--- src/rtl/lmf_pkg.sv ---
package lmf_pkg;
  // Where an eligible fill-in goes in the cycle it appears
  typedef enum logic [1:0] {
    ROUTE_NONE   = 2'd0,
    ROUTE_DIRECT = 2'd1,
    ROUTE_QUEUE  = 2'd2
  } route_e;
endpackage

--- src/rtl/lmf_accum.sv ---
module lmf_accum #(
  parameter int IDX_W   = 6,
  parameter int FIELD_W = 16
) (
  input  logic               clk,
  input  logic               rst_n,
  input  logic               beat_valid,
  input  logic               beat_last,
  input  logic [IDX_W-1:0]   beat_idx,
  input  logic [FIELD_W-1:0] beat_data,
  output logic               done_v,
  output logic [IDX_W-1:0]   done_idx,
  output logic [FIELD_W-1:0] done_fields
);
  logic [FIELD_W-1:0] acc_q, acc_d;
  logic               done_v_d;
  logic [IDX_W-1:0]   done_idx_d;
  logic [FIELD_W-1:0] done_fields_d;
  logic               fin;

  assign fin = beat_valid && beat_last;

  always_comb begin
    acc_d         = acc_q;
    done_v_d      = fin;
    done_idx_d    = done_idx;
    done_fields_d = done_fields;
    if (beat_valid) begin
      if (beat_last) begin
        acc_d         = '0;
        done_idx_d    = beat_idx;
        done_fields_d = acc_q | beat_data;
      end else begin
        acc_d = acc_q | beat_data;
      end
    end
  end

  always_ff @(posedge clk or negedge rst_n) begin
    if (!rst_n) begin
      acc_q       <= '0;
      done_v      <= 1'b0;
      done_idx    <= '0;
      done_fields <= '0;
    end else begin
      acc_q  <= acc_d;
      done_v <= done_v_d;
      if (fin) begin
        done_idx    <= done_idx_d;
        done_fields <= done_fields_d;
      end
    end
  end
endmodule

--- src/rtl/lmf_ring.sv ---
module lmf_ring #(
  parameter int W     = 22,
  parameter int DEPTH = 4
) (
  input  logic                       clk,
  input  logic                       rst_n,
  input  logic                       push,
  input  logic [W-1:0]               push_data,
  input  logic                       pop,
  output logic [W-1:0]               head_data,
  output logic [$clog2(DEPTH+1)-1:0] cnt,
  output logic                       lost
);
  localparam int PW = $clog2(DEPTH);
  localparam int CW = $clog2(DEPTH + 1);
  localparam logic [CW-1:0] FULL_CNT = CW'(DEPTH);

  logic [W-1:0]  slot_q [DEPTH];
  logic [PW-1:0] head_q, head_d, tail_q, tail_d;
  logic [CW-1:0] cnt_d;
  logic          eff_pop, full, adv_head;

  function automatic logic [PW-1:0] wrap_inc(input logic [PW-1:0] p);
    return (p == PW'(DEPTH - 1)) ? '0 : p + 1'b1;
  endfunction

  assign full     = (cnt == FULL_CNT);
  assign eff_pop  = pop && (cnt != '0);
  assign lost     = push && full && !eff_pop;
  assign adv_head = eff_pop || lost;

  always_comb begin
    head_d = adv_head ? wrap_inc(head_q) : head_q;
    tail_d = push ? wrap_inc(tail_q) : tail_q;
    cnt_d  = cnt;
    if (push && !adv_head)      cnt_d = cnt + 1'b1;
    else if (!push && adv_head) cnt_d = cnt - 1'b1;
  end

  always_ff @(posedge clk or negedge rst_n) begin
    if (!rst_n) begin
      head_q <= '0;
      tail_q <= '0;
      cnt    <= '0;
    end else begin
      head_q <= head_d;
      tail_q <= tail_d;
      cnt    <= cnt_d;
    end
  end

  for (genvar s = 0; s < DEPTH; s++) begin : g_slot
    always_ff @(posedge clk or negedge rst_n) begin
      if (!rst_n) begin
        slot_q[s] <= '0;
      end else if (push && (tail_q == PW'(s))) begin
        slot_q[s] <= push_data;
      end
    end
  end

  assign head_data = slot_q[head_q];


  cnt_bound_chk: assert property (@(posedge clk) disable iff (!rst_n)
    cnt <= FULL_CNT);

  lost_stay_full_chk: assert property (@(posedge clk) disable iff (!rst_n)
    lost |=> (cnt == FULL_CNT));

  cnt_step_chk: assert property (@(posedge clk) disable iff (!rst_n)
    ($past(cnt) + 1'b1 >= cnt) && (cnt + 1'b1 >= $past(cnt)));
endmodule

--- src/rtl/lmf_route.sv ---
module lmf_route
  import lmf_pkg::*;
(
  input  logic   done_v,
  input  logic   ring_empty,
  input  logic   port_busy,
  output route_e route,
  output logic   pop
);
  always_comb begin
    route = ROUTE_NONE;
    if (done_v) begin
      route = (ring_empty && !port_busy) ? ROUTE_DIRECT : ROUTE_QUEUE;
    end
    pop = !port_busy && !ring_empty;
  end
endmodule

--- src/rtl/late_merge_fifo.sv ---
module late_merge_fifo
  import lmf_pkg::*;
#(
  parameter int IDX_W   = 6,
  parameter int FIELD_W = 16,
  parameter int DEPTH   = 4
) (
  input  logic               clk,
  input  logic               rst_n,
  input  logic               beat_valid,
  input  logic               beat_last,
  input  logic [IDX_W-1:0]   beat_idx,
  input  logic [FIELD_W-1:0] beat_data,
  input  logic               port_busy,
  output logic               wr_valid,
  output logic [IDX_W-1:0]   wr_idx,
  output logic [FIELD_W-1:0] wr_fields,
  output logic               lost_pulse
);
  localparam int PKT_W = IDX_W + FIELD_W;
  localparam int CW    = $clog2(DEPTH + 1);

  logic               done_v;
  logic [IDX_W-1:0]   done_idx;
  logic [FIELD_W-1:0] done_fields;
  logic [PKT_W-1:0]   done_pkt, head_pkt, out_pkt;
  logic [CW-1:0]      ring_cnt;
  logic               ring_empty, pop, push;
  route_e             route;

  lmf_accum #(.IDX_W(IDX_W), .FIELD_W(FIELD_W)) u_accum (
    .clk(clk), .rst_n(rst_n),
    .beat_valid(beat_valid), .beat_last(beat_last),
    .beat_idx(beat_idx), .beat_data(beat_data),
    .done_v(done_v), .done_idx(done_idx), .done_fields(done_fields)
  );

  assign done_pkt   = {done_idx, done_fields};
  assign ring_empty = (ring_cnt == '0);
  assign push       = (route == ROUTE_QUEUE);

  lmf_route u_route (
    .done_v(done_v), .ring_empty(ring_empty), .port_busy(port_busy),
    .route(route), .pop(pop)
  );

  lmf_ring #(.W(PKT_W), .DEPTH(DEPTH)) u_ring (
    .clk(clk), .rst_n(rst_n),
    .push(push), .push_data(done_pkt), .pop(pop),
    .head_data(head_pkt), .cnt(ring_cnt), .lost(lost_pulse)
  );

  assign out_pkt   = pop ? head_pkt : done_pkt;
  assign wr_valid  = pop || (route == ROUTE_DIRECT);
  assign wr_idx    = out_pkt[PKT_W-1:FIELD_W];
  assign wr_fields = out_pkt[FIELD_W-1:0];


  busy_quiet_chk: assert property (@(posedge clk) disable iff (!rst_n)
    port_busy |-> !wr_valid);

  quiet_chk: assert property (@(posedge clk) disable iff (!rst_n)
    (!(beat_valid && beat_last) && !done_v && ring_empty) |=> !wr_valid);
endmodule

--- config.mk ---
export PLATFORM = sky130hd
export DESIGN_NAME = late_merge_fifo
export DESIGN_NICKNAME = d
export VERILOG_FILES = /design/src/rtl/lmf_pkg.sv /design/src/rtl/lmf_accum.sv /design/src/rtl/lmf_ring.sv /design/src/rtl/lmf_route.sv /design/src/rtl/late_merge_fifo.sv
export SDC_FILE = /design/constraint.sdc
export NUM_CORES = 1
export LEC_CHECK = 0
export BUFFER_PORTS_ARGS = -buffer_cell sky130_fd_sc_hd__buf_2
export CORE_MARGIN = 4
export CORE_UTILIZATION = 51
export DETAILED_ROUTE_END_ITERATION = 12
export PLACE_DENSITY = 0.68
export SYNTH_ARGS = -nofsm -noshare
export SYNTH_HDL_FRONTEND = slang
export SYNTH_SLANG_ARGS = --single-unit
export TNS_END_PERCENT = 5
--- constraint.sdc ---
create_clock -name clk -period 4.2 [get_ports clk]
set_clock_uncertainty 0.15 [all_clocks]
set_input_delay 0.84 -clock clk [delete_from_list [all_inputs] [get_ports clk]]
set_output_delay 0.84 -clock clk [all_outputs]
set_load 0.005 [all_outputs]
==> flow_metrics.py <==
metrics = {
    "outcome": {
        "outcome": "finished clean",
    },
    "global_routing": {
        "grt_max_degree": 81,
        "grt_pass1_vias": 3680,
        "antenna_found_initial": 0,
        "grt_pass1_wl_um": 19600,
        "grt.overflow.total": 0,
        "grt_usage": 0.194,
    },
    "clock_network": {
        "clockBufferDepth": 2,
        "ctsHoldBuffers": 0,
        "clock_sinks": 134,
        "postCtsSetupRepairBufs": 0,
        "clkSlewWorstSetupHoldPaths_ps": 60,
        "cts_tree": "yes",
        "cts_resized": 0,
        "clock_latency_ps": 410,
        "root_buffer": "clkbuf_16",
        "numCtsBuffers": 17,
        "h-tree-depth": 4,
    },
    "worst_setup_path": {
        "reg2regPathDepth": 7,
        "worstSetupPathType": "register to primary output",
        "timing.rr.start": "u_ring.cnt[1]",
        "cp_max_fo": 19,
        "crit_path_end_kind": "primary output",
        "reg2reg_to": "u_ring.cnt[1]",
        "worstPathArrival_ps": 2260,
        "cp-start-kind": "register",
        "required_ps": 3210,
        "regToRegSetupSlack_ps": 1570,
    },
    "sta": {
        "maxSlewHeadroom": 0.526,
        "max_freq_ghz": 0.308,
        "hold_violations": 0,
        "finalCritPeriodShare": 0.774,
        "period_minus_slack_ps": 3250,
        "final.setup.tns_ps": 0,
        "rsz0062_at_grt": "false",
        "tightest_slew_ps": 711,
        "slew_violations": 0,
        "setup_violations": 0,
    },
    "drt": {
        "dr.pass1.iters": 4,
        "routedWlPerCell_um": 18.6,
        "drc": 0,
        "initialDrtViolationCount": 150,
        "drt_wl_total_um": 11700,
        "vias": 3489,
        "ant_nets": 0,
        "vias_per_cell": 5.57,
    },
    "synth": {
        "synth_nets": 450,
        "ys.flop_type": "dfrtp_1",
        "synth_top_family_by_area": "multiplexers",
        "syn_area_mm2": 0.00597,
        "synthAdderAreaFrac": 0.0159,
        "ys_types": 25,
        "synth_seq_area_share": 0.561,
        "synthSimpleGateAreaFrac": 0.0461,
        "syn-mean-instance-area_um2": 14.4,
        "async_reset_ff_frac": 1.00,
        "postSynthCellCount": 416,
        "synth_compound_area_frac": 0.0329,
        "synth_xor_area_frac": 0.00440,
        "synth_warnings": 0,
        "synth_edf_count": 0,
        "synth_seq_cells": 134,
        "synth_mux_area_frac": 0.307,
    },
    "place": {
        "gp_congestion": 0.732,
        "placed_cells": 594,
        "port_buffers": 50,
        "place_hpwl_um": 7090,
        "placed_area_mm2": 0.00634,
    },
    "final_layout": {
        "syn_to_final_growth_pct": 16.8,
        "utilization": 0.611,
        "n_antenna_cell": 0,
        "final_cells": 626,
        "final_cell_mix": "dfrtp_1 (134), mux2_1 (60), mux2_2 (59)",
        "final_net_count": 504,
        "multi_input_area_mm2": 0.00244,
        "layout_commonest_cell": "dfrtp_1",
        "num-fill-cells": 901,
        "drive_gt1_frac": 0.371,
        "final_area_mm2": 0.00698,
        "regArea_mm2": 0.00335,
    },
    "power": {
        "irDropWorstVdd_v": 0.000511,
        "pwr_density_cell_mw_per_mm2": 744,
        "p_leak_nw": 2.91,
        "finalPower_mw": 5.19,
    },
    "die": {
        "die_y_um": 116,
        "num_io_pins": 51,
        "start_util": 0.523,
        "rows": 39,
        "core-area_mm2": 0.0114,
        "dieArea_mm2": 0.0135,
        "fp.dieW_um": 116,
    },
    "min_path": {
        "min-delay-path-class": "input port to async pin",
    },
    "job": {
        "maxCapViolCount": 0,
    },
}
## cell type report
| cell class | count | area share |
|---|---|---|
| timing repair buffer | 59 | 0.0495 |
| sequential | 134 | 0.481 |
| clock inverter | 11 | 0.0246 |
| clock buffer | 21 | 0.0674 |
| inverter | 6 | 0.00323 |
| multi-input combinational | 252 | 0.349 |
| tap | 143 | 0.0256 |
## power breakdown
group / leakage [nW] / total [mW] / switching (mW) / internal [mW]
sequential: 1.51 / 2.12 / 0.332 / 1.79
clock: 0.310 / 1.58 / 0.538 / 1.04
combinational: 1.09 / 1.49 / 0.571 / 0.920
## cell usage after synthesis, types with 2 or more instances
library cell / n / share of area
inv_1: 6 / 0.0038
mux4_2: 22 / 0.083
dfrtp_1: 134 / 0.56
nand2_4: 3 / 0.0057
buf_2: 8 / 0.0067
xor2_1: 2 / 0.0029
nor2_1: 52 / 0.033
mux2_2: 59 / 0.11
ha_1: 6 / 0.013
clkbuf_1: 2 / 0.0013
o21ai_0: 2 / 0.0017
buf_6: 8 / 0.015
nand2_1: 3 / 0.0019
buf_4: 2 / 0.0025
a21oi_1: 35 / 0.029
buf_1: 4 / 0.0025
mux2_1: 60 / 0.11
## worst max path at each step
stage,start,endpoint,cells after the start
2_1_floorplan,port_busy,wr_fields[10],3
3_3_place_gp,port_busy,wr_fields[12],5
3_5_place_dp,port_busy,u_ring.cnt[2],8
4_1_cts,u_ring.head_q[0],wr_fields[1],4
5_1_grt,u_ring.head_q[0],wr_fields[12],4
6_report,u_ring.head_q[0],wr_fields[1],4
## state kept, by name (all words and copies together), names as in the netlist
signal	cells
u_accum.done_v	1
u_accum.acc_q	16
u_accum.done_idx	6
u_ring.head_q	2
u_ring.cnt	3
u_ring.tail_q	2
u_ring.slot_q	88
u_accum.done_fields	16
## critical path: stages (launching register included)
cell and delay (ps):
dfrtp_1 640, buf_12 270, mux4_2 510, mux2_2 300, buf_2 130
## cells by family (layout without fill, tap and decap cells)
| logic type | Yosys count | after routing |
|---|---|---|
| XOR/XNOR | 3 | 3 |
| flip-flops | 134 | 134 |
| adder cells (fa/ha/maj) | 7 | 7 |
| buffers and inverters | 30 | 97 |
| AO/OA/AOI/OAI | 38 | 38 |
| AND/OR/NAND/NOR | 63 | 63 |
| multiplexers | 141 | 141 |
## metrics by stage
stage	setup slack [ps]	hold WS (ps)
finish	949	335
global route	789	353
global placement	1360	318
floorplan	1590	309
detailed placement	1320	325
CTS	903	338
## per-layer routing
metal,share of wire,track usage
met1,0.46,0.267
met2,0.49,0.305
met3,0.035,0.0508
met4,0.013,0.0626
met5,0,0
Note: power is estimated with default switching activity, not from simulation.
